==> src/rtl/p2g_pkg.sv <==
package p2g_pkg;
  localparam int P2G_CODE_W  = 4;
  localparam int P2G_MAX_X   = 8;
  localparam int P2G_SYNC_ST = 2;
endpackage

==> src/rtl/p2g_sync.sv <==
module p2g_sync #(
  parameter int STAGES = 2
) (
  input  logic clk,
  input  logic rst_n,
  input  logic d,
  output logic q
);
  logic [STAGES-1:0] chain;

  always_ff @(posedge clk or negedge rst_n) begin
    if (!rst_n) chain <= '0;
    else        chain <= (chain << 1) | STAGES'(d);
  end

  assign q = chain[STAGES-1];
endmodule

==> src/rtl/p2g_div_core.sv <==
module p2g_div_core #(
  parameter int MAX_X = 8,
  localparam int XW   = $clog2(MAX_X + 1)
) (
  input  logic          clk,
  input  logic          rst_n,
  input  logic          run,
  input  logic [XW-1:0] x_req,
  output logic          div_out,
  output logic [XW-1:0] x_cur
);
  logic [MAX_X-1:0] cnt, cnt_nx;
  logic [MAX_X:0]   one_sh, mask_w, half_w, half_m1;
  logic             end_low, nx_bit;

  always_comb begin
    cnt_nx  = cnt + 1'b1;
    one_sh  = (MAX_X + 1)'(1) << x_cur;
    mask_w  = one_sh - 1'b1;
    half_w  = one_sh >> 1;
    half_m1 = half_w - 1'b1;
    // last cycle of a low phase: bit x-1 low, all bits below it high
    end_low = (x_cur == '0) || (({1'b0, cnt} & mask_w) == half_m1);
    nx_bit  = |({1'b0, cnt_nx} & half_w);
  end

  always_ff @(posedge clk or negedge rst_n) begin
    if (!rst_n) begin
      cnt     <= '0;
      div_out <= 1'b0;
      x_cur   <= '0;
    end else if (!run) begin
      cnt     <= '0;
      div_out <= 1'b0;
      x_cur   <= x_req;
    end else if (end_low && (x_req != x_cur)) begin
      cnt     <= '0;
      div_out <= 1'b0;
      x_cur   <= x_req;
    end else begin
      cnt     <= cnt_nx;
      div_out <= nx_bit;
    end
  end
endmodule

==> src/rtl/p2g_pass_sel.sv <==
module p2g_pass_sel (
  input  logic clk,
  input  logic rst_n,
  input  logic run,
  input  logic x_is0,
  output logic pass
);
  // updated while the master clock is low, so the path swap cannot chop a pulse
  always_ff @(negedge clk or negedge rst_n) begin
    if (!rst_n) pass <= 1'b0;
    else        pass <= run & x_is0;
  end
endmodule

==> src/rtl/pow2_prescale_gate.sv <==
module pow2_prescale_gate
  import p2g_pkg::*;
#(
  parameter int CODE_W      = P2G_CODE_W,
  parameter int MAX_X       = P2G_MAX_X,
  parameter int SYNC_STAGES = P2G_SYNC_ST
) (
  input  logic              clk,
  input  logic              rst_n,
  input  logic [CODE_W-1:0] ratio_code,
  input  logic              oe_gate_bit,
  input  logic              oe_pin,
  input  logic              awake_pin,
  input  logic              stop_low,
  output logic              clk_out,
  output logic              clk_out_en
);
  localparam int XW = $clog2(MAX_X + 1);

  logic          run_req, run_q, div_out, pass_q;
  logic [XW-1:0] x_req, x_cur;

  assign run_req = awake_pin & (~oe_gate_bit | oe_pin);

  always_comb begin
    if (ratio_code > CODE_W'(MAX_X)) x_req = XW'(MAX_X);
    else                             x_req = XW'(ratio_code);
  end

  p2g_sync #(.STAGES(SYNC_STAGES)) u_sync (
    .clk(clk), .rst_n(rst_n), .d(run_req), .q(run_q)
  );

  p2g_div_core #(.MAX_X(MAX_X)) u_core (
    .clk(clk), .rst_n(rst_n), .run(run_q), .x_req(x_req),
    .div_out(div_out), .x_cur(x_cur)
  );

  p2g_pass_sel u_pass (
    .clk(clk), .rst_n(rst_n), .run(run_q), .x_is0(x_cur == '0), .pass(pass_q)
  );

  assign clk_out    = pass_q ? clk : (div_out & run_q);
  assign clk_out_en = run_q | pass_q | stop_low;
endmodule

==> config.mk <==
export PLATFORM = sky130hd
export DESIGN_NAME = pow2_prescale_gate
export DESIGN_NICKNAME = d
export VERILOG_FILES = /design/src/rtl/p2g_pkg.sv /design/src/rtl/p2g_sync.sv /design/src/rtl/p2g_div_core.sv /design/src/rtl/p2g_pass_sel.sv /design/src/rtl/pow2_prescale_gate.sv
export SDC_FILE = /design/constraint.sdc
export NUM_CORES = 1
export LEC_CHECK = 0
export CAP_MARGIN = 0
export CORE_MARGIN = 1.5
export CORE_UTILIZATION = 65
export DETAILED_ROUTE_END_ITERATION = 8
export DONT_BUFFER_PORTS = 1
export GPL_ROUTABILITY_DRIVEN = 0
export PLACE_DENSITY = 0.82
export SYNTH_ARGS = -nofsm -noshare
export SYNTH_HDL_FRONTEND = slang
export SYNTH_SLANG_ARGS = --single-unit
==> constraint.sdc <==
create_clock -name clk -period 6.2 [get_ports clk]
set_input_delay 1.55 -clock clk [delete_from_list [all_inputs] [get_ports clk]]
set_output_delay 1.55 -clock clk [all_outputs]
set_load 0.03 [all_outputs]
# Word level (Yosys, flattened, before mapping)
# Cells that the tools add are included.
[word_totals]
ff_bits = 16
latch_bits = 0
mem_bits_rw = 0
romBits = 0
in_bits = 10
output_inout_bits = 2
wordCells = 35
mem_count = 0
[op_classes]
add_sub_neg = 3
n_mul = 0
div_mod_pow = 0
n_lt_le_gt_ge = 1
eq_ne = 3
shift = 1
mux = 8
bitwise_logic = 10
reduce_logical = 4
[ops]
columns = ["operator", "n"]
rows = [
  ["two-way mux 8 bit", 2],
  ["two-way mux 4 bit", 3],
  ["AND 8 x 9 -> 9 bit", 1],
  ["equality test 9 bit", 1],
  ["OR reduction 9 bit", 1],
  ["left shift 1 x 4 -> 9 bit (first input constant)", 1],
  ["subtractor 8 x 1 -> 9 bit (second input constant)", 1],
  ["subtractor 9 x 1 -> 9 bit (second input constant)", 1],
  ["adder 8 x 1 -> 8 bit (second input constant)", 1],
  ["AND 8 bit", 1],
  ["greater-than comparator 4 bit (second input constant)", 1],
  ["zero test 4 bit", 1],
  ["inequality test 4 bit", 1],
  ["AND 1 bit", 3],
  ["two-way mux 1 bit", 3],
  ["OR 1 bit", 3],
  ["inequality test 2 x 1 -> 1 bit (second input constant)", 1],
  ["OR 2 x 1 -> 2 bit", 1],
  ["logical AND 1 bit", 1],
  ["logical OR 1 bit", 1],
  ["inverter 1 bit", 1],
]

# Longest topological paths before layout
[depth]
word_depth = 8
depth_mapped = 12

# Hierarchy
# Synthesis repeated with hierarchy kept, for this count alone.
[hier_totals]
hier_cells = 164
hier_area_um2 = 1393.8
[modules_own_cells]
columns = ["mod", "n_inst", "cells_per_inst", "area_per_inst_um2"]
rows = [
  ["p2g_div_core", 1, 149, 1253.7],
  ["pow2_prescale_gate", 1, 11, 58.8],
  ["p2g_sync", 1, 2, 50.0],
  ["p2g_pass_sel", 1, 2, 31.3],
]

==> run summary <==
cell count after synthesis: 163
syn_area_per_cell: 8.30 µm²
total gr overflow: 0
# fillers: 167
Top delay family on crit path: compound AO/OA/AOI/OAI gates
post-route cell area: 1390 µm²
CP endpoint kind: output port
clock slew at the register clock pins of the worst setup and hold paths: 80 ps
Die Width: 48.6 µm
Max FO, Critical Path: 3
syn_nets: 176
hold-fix buffers at CTS: 0
reg2reg setup slack: 1790 ps
Core Rows: 16
TNS Setup: 0 ps
initial antenna violation count: 0
DRT antenna net count: 0
RR Endpoint: u_pass.pass
crit start category: flop
Worst Path Buf+Inv: 0
ANT cells: 0
drt first pass iters: 5
measured slew at the worst slew-check pin: 615 ps
Buffers on Ports: 0
vias in the first global route: 1172
wire length of the first global-routing pass: 5.10 mm
# nets final: 173
slowest stage delay, CP: 510 ps
reg-to-reg critical path startpoint: u_core.x_cur[0]
status: finished, final reports clean
Placed Area: 1330 µm²
DR iter-0 viols: 62
# DRC: 0
placed wire-length estimate: 2.11 mm
crit path kind: reg2out
Critical Path Slowest Stage Cell: o21ai_1
Starting Density: 0.689
dominant synthesized flop cell: dfrtp_1
power per cell area: 215 nW/µm²
WL final: 2.94 mm
Worst Skew: 11.5 ps
largest net degree at the start of global routing: 21
Yosys warnings: 0
WL/cell: 15.8 µm
Seq. cell area: 400 µm²
EDFF count, synth: 0
Pins Over Slew Limit: 0
sequential area share after synthesis: 0.296
peak supply drop: 0.214 mV
Post-Syn Area: 1350 µm²
Setup Buffers After CTS: 0
CORE AREA: 1960 µm²
worst min-delay path endpoint: u_sync.chain[1]
Max-slew headroom: 0.590
via/cell ratio: 6.88
crit-path cells: o21ai_1
DIE HEIGHT: 48.6 µm
Max-Cap Viols: 0
HP Class: reg2reg
RSZ-0062 raised after global routing: no
register bit total from synthesis: 16
area grow syn2layout: 2.50%
Crit path required time: 4650 ps
Distinct cells, synth: 45
Worst-Skew Late Latency: 410 ps
final worst slack: 265 ps
Cells on Worst Hold Path: 0
total track usage: 0.274
Worst Reg-to-Reg Cells: 2
Post-CTS Resized: 0
Die ar.: 2360 µm²
TritonCTS clock tree: built
share of layout cells above drive strength 1: 0.113
Setup-failing EPs final: 0
Multi-input gate area: 863 µm²
hold path start: u_sync.chain[0]
dpl ws: 499 ps
Via Count: 1279
CP arrival: 4380 ps
P_leak: 0.532 nW
final hold violation count: 0
Synth async-reset ratio: 1.00
I/O pins: 12
-- power breakdown --
group / switching [mW] / internal [mW] / total, mW
registers: 0.0181 / 0.110 / 0.128
logic: 0.0416 / 0.0330 / 0.0746
clock network: 0.0383 / 0.0574 / 0.0957
-- registers in the layout, summed over array words and instances, names as in the netlist --
name and cells:
u_sync.chain 2, u_core.div_out 1, u_core.x_cur 4, u_pass.pass 1, u_core.cnt 8
-- metal layers --
| metal | part of all wire | GRT usage | up-vias |
|---|---|---|---|
| li1 | - | - | 608 |
| met1 | 0.44 | 0.371 | 592 |
| met2 | 0.46 | 0.386 | 67 |
| met3 | 0.070 | 0.0710 | 12 |
| met4 | 0.029 | 0.176 | 0 |
| met5 | 0 | 0 | - |
-- worst max-delay path by stage --
stage / startpoint / depth (start not counted) / endpoint
after CTS: u_pass.pass / 1 / clk_out
after global placement: u_pass.pass / 1 / clk_out
after floorplan: u_pass.pass / 1 / clk_out
after global routing: u_pass.pass / 1 / clk_out
final: u_pass.pass / 1 / clk_out
after detailed placement: u_pass.pass / 1 / clk_out
-- worst reg2reg max path: stages (launching register included) --
cell and delay (ps):
dfrtp_1 730, nor2_1 210, and3_1 240
-- cell usage in the layout (no fill, tap or decap), drive strengths merged, types with 7 or more instances in the layout --
master and instances:
nor2 8, nand2 14, and3 7, clkbuf 7, nand3 14, xnor2 8
o211ai 7, dfrtp 15, nor3 7, o21ai 9, a21oi 7
-- per-stage QoR --
step | power, mW | hold WS, ps | utilization | std cells
3_5_place_dp | 0.205 | 340 | 0.677 | 179
5_1_grt | 0.320 | 375 | 0.707 | 186
4_1_cts | 0.300 | 360 | 0.707 | 186
2_1_floorplan | 0.193 | 331 | - | 163
6_report | 0.298 | 357 | 0.707 | 186
3_3_place_gp | 0.203 | 336 | 0.677 | 179
-- synth_stat cells, types with 5 or more instances --
library cell / number / area share
dfrtp_1: 15 / 0.28
nand2_1: 14 / 0.039
nand3_1: 14 / 0.052
o21ai_0: 9 / 0.033
xnor2_1: 8 / 0.052
a21oi_1: 7 / 0.026
and3_1: 7 / 0.032
nor2_1: 7 / 0.019
nor3_1: 7 / 0.026
o211ai_1: 7 / 0.039
nand4_1: 6 / 0.028
nor3b_1: 6 / 0.033
buf_2: 5 / 0.018
clkbuf_1: 5 / 0.014
inv_1: 5 / 0.014
-- logic make-up (layout without fill, tap and decap cells) --
logic type                 Yosys count  after routing  synth area share
AOI/OAI and AO/OA                   38             38             0.212
buffers and inverters               18             14            0.0657
DFF                                 16             16             0.296
and+or+nand+nor                     77             77             0.327
adders and majority gates            3              3            0.0278
xor gates and xnor gates            11             11            0.0712
-- final cells by class --
cell class                      count  share of cell area
Inverter                            6              0.0162
Sequential cell                    16               0.289
Clock buffer                        7              0.0424
Timing Repair Buffer                1             0.00542
Tap cell                           27              0.0244
Multi-Input combinational cell    129               0.623
No activity file was read; power rests on OpenSTA's default activity.
